===== src/rtl/rob_pkg.sv =====
package rob_pkg;
    localparam int ROB_DEPTH = 16;
    localparam int IDX_W     = $clog2(ROB_DEPTH);
    localparam int PTR_W     = IDX_W + 1;
    localparam int XLEN      = 32;
    localparam int REG_W     = 5;

    typedef logic [IDX_W-1:0] idx_t;
    typedef logic [PTR_W-1:0] ptr_t;

    typedef enum logic {
        CAUSE_BRANCH = 1'b0,
        CAUSE_TRAP   = 1'b1
    } redir_cause_e;

    typedef struct packed {
        logic             done;
        logic             exc;
        logic [REG_W-1:0] dest;
        logic [XLEN-1:0]  data;
    } slot_t;

    // distance of a slot from the oldest slot, in program order
    function automatic ptr_t age_of(idx_t slot, idx_t oldest);
        idx_t d;
        d = slot - oldest;
        return ptr_t'(d);
    endfunction
endpackage


===== src/rtl/rob_ptrs.sv =====
module rob_ptrs
    import rob_pkg::*;
#(
    parameter logic [XLEN-1:0] HANDLER_PC = 32'h0000_0100
) (
    input  logic            clk,
    input  logic            rst,
    input  logic            alloc_req,
    input  logic            flush_req,
    input  idx_t            flush_tag,
    input  logic [XLEN-1:0] flush_pc,
    input  logic            head_done,
    input  logic            head_exc,
    output ptr_t            head_ptr,
    output ptr_t            tail_ptr,
    output ptr_t            count,
    output logic            full,
    output logic            do_alloc,
    output logic            do_commit,
    output logic            redir_valid,
    output logic [XLEN-1:0] redir_pc,
    output redir_cause_e    redir_cause
);
    ptr_t head_q, tail_q;
    logic empty, do_trap, do_flush;

    assign count     = tail_q - head_q;
    assign empty     = (count == '0);
    assign full      = (count == ptr_t'(ROB_DEPTH));
    assign do_commit = !empty && head_done && !head_exc;
    assign do_trap   = !empty && head_done && head_exc;
    assign do_flush  = flush_req && !do_trap;
    assign do_alloc  = alloc_req && !full && !do_flush && !do_trap;
    assign head_ptr  = head_q;
    assign tail_ptr  = tail_q;

    always_ff @(posedge clk) begin
        if (rst) begin
            head_q      <= '0;
            tail_q      <= '0;
            redir_valid <= 1'b0;
            redir_pc    <= '0;
            redir_cause <= CAUSE_BRANCH;
        end else begin
            if (do_commit)
                head_q <= head_q + ptr_t'(1);
            if (do_trap)
                tail_q <= head_q;
            else if (do_flush)
                tail_q <= head_q + age_of(flush_tag, head_q[IDX_W-1:0]) + ptr_t'(1);
            else if (do_alloc)
                tail_q <= tail_q + ptr_t'(1);
            redir_valid <= do_trap || do_flush;
            redir_pc    <= do_trap ? HANDLER_PC : flush_pc;
            redir_cause <= do_trap ? CAUSE_TRAP : CAUSE_BRANCH;
        end
    end

    always_comb begin
        if (!rst) p_count_bound_r3: assert (count <= ptr_t'(ROB_DEPTH));
    end

    p_head_step_r6: assert property (@(posedge clk) disable iff (rst)
        do_commit |=> head_q == $past(head_q) + ptr_t'(1));

    p_flush_tail_r7: assert property (@(posedge clk) disable iff (rst)
        do_flush |=> tail_q[IDX_W-1:0] == $past(flush_tag) + idx_t'(1));

    p_trap_empties_r10: assert property (@(posedge clk) disable iff (rst)
        do_trap |=> (tail_q == head_q) && redir_cause == CAUSE_TRAP);
endmodule


===== src/rtl/rob_store.sv =====
module rob_store
    import rob_pkg::*;
(
    input  logic             clk,
    input  logic             rst,
    input  logic             alloc_we,
    input  idx_t             alloc_idx,
    input  logic [REG_W-1:0] alloc_dest,
    input  logic             cmpl_we,
    input  idx_t             cmpl_idx,
    input  logic [XLEN-1:0]  cmpl_data,
    input  logic             cmpl_exc,
    input  idx_t             head_idx,
    input  ptr_t             count,
    output slot_t            head_slot
);
    slot_t slots [ROB_DEPTH];
    logic [ROB_DEPTH-1:0] live;

    for (genvar i = 0; i < ROB_DEPTH; i++) begin : g_live
        assign live[i] = age_of(idx_t'(i), head_idx) < count;
    end

    always_ff @(posedge clk) begin
        for (int i = 0; i < ROB_DEPTH; i++) begin
            if (rst) begin
                slots[i] <= '0;
            end else if (alloc_we && alloc_idx == idx_t'(i)) begin
                slots[i] <= '{done: 1'b0, exc: 1'b0, dest: alloc_dest, data: '0};
            end else if (cmpl_we && cmpl_idx == idx_t'(i) && live[i]) begin
                slots[i].done <= 1'b1;
                slots[i].exc  <= cmpl_exc;
                slots[i].data <= cmpl_data;
            end
        end
    end

    assign head_slot = slots[head_idx];

    p_fresh_slot_r7: assert property (@(posedge clk) disable iff (rst)
        alloc_we |=> !slots[$past(alloc_idx)].done);
endmodule


===== src/rtl/rob_core.sv =====
module rob_core
    import rob_pkg::*;
#(
    parameter logic [XLEN-1:0] HANDLER_PC = 32'h0000_0100
) (
    input  logic             clk,
    input  logic             rst,
    input  logic             alloc_valid,
    input  logic [REG_W-1:0] alloc_dest,
    output logic             alloc_ready,
    output logic [IDX_W-1:0] alloc_tag,
    input  logic             cmpl_valid,
    input  logic [IDX_W-1:0] cmpl_tag,
    input  logic [XLEN-1:0]  cmpl_data,
    input  logic             cmpl_exc,
    output logic             commit_valid,
    output logic [REG_W-1:0] commit_dest,
    output logic [XLEN-1:0]  commit_data,
    input  logic             mispredict_valid,
    input  logic [IDX_W-1:0] mispredict_tag,
    input  logic [XLEN-1:0]  mispredict_pc,
    output logic             redir_valid,
    output logic [XLEN-1:0]  redir_pc,
    output logic             redir_trap
);
    ptr_t         head_ptr, tail_ptr, count;
    logic         full, do_alloc, do_commit;
    slot_t        head_slot;
    redir_cause_e cause;

    rob_ptrs #(.HANDLER_PC(HANDLER_PC)) u_ptrs (
        .clk        (clk),
        .rst        (rst),
        .alloc_req  (alloc_valid),
        .flush_req  (mispredict_valid),
        .flush_tag  (mispredict_tag),
        .flush_pc   (mispredict_pc),
        .head_done  (head_slot.done),
        .head_exc   (head_slot.exc),
        .head_ptr   (head_ptr),
        .tail_ptr   (tail_ptr),
        .count      (count),
        .full       (full),
        .do_alloc   (do_alloc),
        .do_commit  (do_commit),
        .redir_valid(redir_valid),
        .redir_pc   (redir_pc),
        .redir_cause(cause)
    );

    rob_store u_store (
        .clk       (clk),
        .rst       (rst),
        .alloc_we  (do_alloc),
        .alloc_idx (tail_ptr[IDX_W-1:0]),
        .alloc_dest(alloc_dest),
        .cmpl_we   (cmpl_valid),
        .cmpl_idx  (cmpl_tag),
        .cmpl_data (cmpl_data),
        .cmpl_exc  (cmpl_exc),
        .head_idx  (head_ptr[IDX_W-1:0]),
        .count     (count),
        .head_slot (head_slot)
    );

    assign alloc_ready  = !full;
    assign alloc_tag    = tail_ptr[IDX_W-1:0];
    assign commit_valid = do_commit;
    assign commit_dest  = head_slot.dest;
    assign commit_data  = head_slot.data;
    assign redir_trap   = (cause == CAUSE_TRAP);

    p_full_hold_r3: assert property (@(posedge clk) disable iff (rst)
        (alloc_valid && !alloc_ready && !mispredict_valid) |=> $stable(alloc_tag));

    p_redirect_r8: assert property (@(posedge clk) disable iff (rst)
        mispredict_valid |=> redir_valid);

    p_no_commit_empty_r4: assert property (@(posedge clk) disable iff (rst)
        redir_trap && redir_valid |-> !commit_valid);
endmodule


===== config.mk =====
export PLATFORM = sky130hd
export DESIGN_NAME = rob_core
export DESIGN_NICKNAME = d
export VERILOG_FILES = /design/src/rtl/rob_pkg.sv /design/src/rtl/rob_ptrs.sv /design/src/rtl/rob_store.sv /design/src/rtl/rob_core.sv
export SDC_FILE = /design/constraint.sdc
export NUM_CORES = 1
export LEC_CHECK = 0
export BUFFER_PORTS_ARGS = -buffer_cell sky130_fd_sc_hd__buf_4
export CORE_ASPECT_RATIO = 0.7
export CORE_UTILIZATION = 60
export DETAILED_ROUTE_END_ITERATION = 12
export MAX_ROUTING_LAYER = met4
export PLACE_DENSITY = 0.78
export SYNTH_ARGS = -nofsm -noshare
export SYNTH_HDL_FRONTEND = slang
export SYNTH_SLANG_ARGS = --single-unit

===== constraint.sdc =====
create_clock -name clk -period 6.89 [get_ports clk]
set_input_delay 1.7225 -clock clk [delete_from_list [all_inputs] [get_ports clk]]
set_output_delay 1.7225 -clock clk [all_outputs]
set_load 0.02 [all_outputs]

==> qor.csv <==
metric;value;unit
post-synthesis cell count;2136;
core box area;0.05076;mm2
Reg clk slew, reported paths;0.06;ns
Critical Path Max Stage Delay;1.05;ns
Post-DRT Antenna Nets;0;
Hold Slack;0.5581;ns
row cnt;69;
slew margin rel.;3.435;%
worst clock skew;0.03446;ns
EDFF count, synth;624;
fill count;3368;
CP cell instances;buf_12, mux4_2, mux4_2, buf_4;
Reg area;0.01971;mm2
hold_buf cts;0;
Finish-stage setup viols;0;
die span in x;273.2;um
First-pass DRT Iterations;6;
FF+latch count, synth;672;
hpwl dp;52360;um
critical path arrival;3.74;ns
fmax;0.1832;GHz
largest cells by area after synthesis;edfxtp_1 (61%), mux4_2 (14%), nor3_1 (7.5%), dfxtp_1 (3.1%), ha_1 (2.1%);
I/O pin cnt;160;
H-tree depth;2;
Tightest Pin Transition;1.448;ns
yosys warns;0;
CTS tree;yes;
synthesis-to-layout area growth;11.86;%
Clk Latency, worst-skew pair;0.66;ns
first-pass GRT wire length;132900;um
Final nets;2341;
Final min period;5.459;ns
CP endpoint kind;output port;
CTS Buf Count;59;
Avg Inst Size Synth;14.47;um2
final wirelength;90850;um
Tcrit/Tclk final;79.23;%
syn nets;2275;
Port Buffer Count;159;
Synth area leader;edfxtp_1;
VDD IR max;0.0002106;V
Synth cell types;62;
pin count of the biggest net entering global routing;73;
clk root buf;clkbuf_16;
power density cells;340.3;mW/mm2
endpoints failing hold;0;
clk buf depth;3;
multi-input logic area;0.01025;mm2
die area;0.05243;mm2
Req. time, crit path;5.17;ns
WL/cell;31.05;um
gp weighted congestion;0.9225;
worst min path class;flip-flop to flip-flop;
critical path startpoint category;flip-flop;
number of global-route vias before repair;20370;
R2R setup slack;1.80;ns
Async SR Flop Fraction;0;%
Die Height;191.9;um
total grt overflow;0;
mapped cell area;0.03090;mm2
status;finished clean;
Leak Pwr;11.67;nW
TNS Setup;0;ns
Synth Flop Type;edfxtp_1;
Buf+Inv Stages, Crit Path;2;
Post-DP Area;0.03261;mm2
DRC;0;
Final Slew Violations;0;
CP max stage cell;dfxtp_4;
routed vias;20890;
Starting Density;60.87;%
number of DRC markers in iteration 0;3340;
fraction of layout cells with a size suffix above 1;24.08;%
RSZ-0062 raised after global routing;false;
Seq/Total Area, Yosys;63.75;%
MaxCap Viol Count;0;
Critical Path Most Common Cell;mux4_2;
setup bufs post-CTS;0;
Crit path max-delay family;multiplexers;
worst setup path class;flip-flop to output port;
Post-CTS Resized;0;
Yosys top cell area share;60.64;%
worst-path fanout max;72;
Sinks on Clock Net;672;
final instance area;0.03456;mm2
Vias/cell;7.140;
initial antenna violation count;1;
gr usage total;36.33;%
## cells by family after synthesis
group                      after synthesis  synth area share, %
xor gates and xnor gates                18               0.5102
muxes                                  198                14.27
and+or+nand+nor                        826                13.16
buffers and inverters                  249                3.474
adders and majority gates               56                2.340
DFF                                    672                63.75
AOI/OAI and AO/OA                      117                2.490
## layout by cell type (no fill, tap or decap), types with 10 or more instances in the layout
| cell type | synthesis | layout |
|---|---|---|
| a21boi_0 | 11 | 11 |
| a21oi_1 | 18 | 18 |
| and3_1 | 33 | 33 |
| buf_4 | 7 | 215 |
| clkbuf_1 | 129 | 10 |
| clkbuf_16 | 0 | 60 |
| clkinv_1 | 2 | 18 |
| dfxtp_1 | 48 | 44 |
| edfxtp_1 | 624 | 624 |
| ha_1 | 53 | 53 |
| inv_1 | 34 | 34 |
| mux4_2 | 191 | 191 |
| nand2_1 | 78 | 70 |
| nor2_1 | 176 | 176 |
| nor2_4 | 10 | 10 |
| nor3_1 | 466 | 466 |
| nor3_4 | 0 | 13 |
| o211ai_1 | 18 | 18 |
| o21ai_0 | 41 | 40 |
| xnor2_1 | 13 | 13 |
## sequential cells by signal, indices dropped and copies added (netlist names), named ones only
| name | count |
|---|---|
| u_ptrs.head_ptr | 5 |
| u_ptrs.redir_cause | 1 |
| u_ptrs.redir_pc | 32 |
| u_ptrs.redir_valid | 1 |
| u_ptrs.tail_ptr | 5 |
| u_store.slots | 624 |
## power breakdown
group	internal, mW	total [mW]	switching, mW
clock	1.89	3.41	1.52
combinational	1.37	3.27	1.90
sequential	4.83	5.08	0.251
## area by class of cell
type                       count  area share (%)
clock buffer                  70           4.453
tap                          674           2.440
inverter                      36          0.3910
sequential                   672           57.03
clock inverter                40           1.180
multi-input combinational   1215           29.66
timing repair buffer         218           4.844
antenna                        1        0.007240
## stage by stage
step	setup WS (ns)	utilization [%]	power [mW]	instances
2_1_floorplan	1.308	-	7.314	2136
3_3_place_gp	2.083	64.25	8.285	2815
3_5_place_dp	1.932	64.25	8.384	2815
4_1_cts	1.388	68.08	11.73	2925
5_1_grt	1.235	68.09	12.15	2926
6_report	1.431	68.09	11.76	2926
## path summary, 6_finish.rpt
path | startpoint | endpoint | depth (start not counted)
worst max-delay path | flip-flop | commit_data[26] | 4
worst min-delay path | u_ptrs.head_ptr[4]$_SDFFE_PP0P_ | u_ptrs.head_ptr[4]$_SDFFE_PP0P_ | 2
worst max register to register | u_ptrs.head_ptr[1]$_SDFFE_PP0P_ | u_store.slots[9][2]$_SDFFCE_PN0P_ | 12
worst min register to register | u_ptrs.head_ptr[4]$_SDFFE_PP0P_ | u_ptrs.head_ptr[4]$_SDFFE_PP0P_ | 2
## cell usage after synthesis, drive strengths merged, types with 7 or more instances
cell and instances:
or2 7, nand4 7, dfxtp 48, inv 34
o211ai 18, nand2 78, a21boi 11, mux4 193
nor2 186, clkbuf 130, o21ai 41, edfxtp 624
ha 53, nor3 481, and3 33, xnor2 13
a21oi 18, buf 83, nand3 7
## tightest hold or removal path: cells and delay by family, from the launching register on
family | cells | cell delay [ns]
compound gates | 2 | 0.17
flops | 1 | 0.34
## per-layer routing
layer | global-route usage [%] | routed length [um] | vias up
li1 | - | - | 8388
met1 | 49.76 | 32520 | 10360
met2 | 52.38 | 41110 | 1893
met3 | 10.49 | 13930 | 256
met4 | 12.96 | 3283 | 0
met5 | - | 0 | -
No activity file was read; power rests on OpenSTA's default activity.
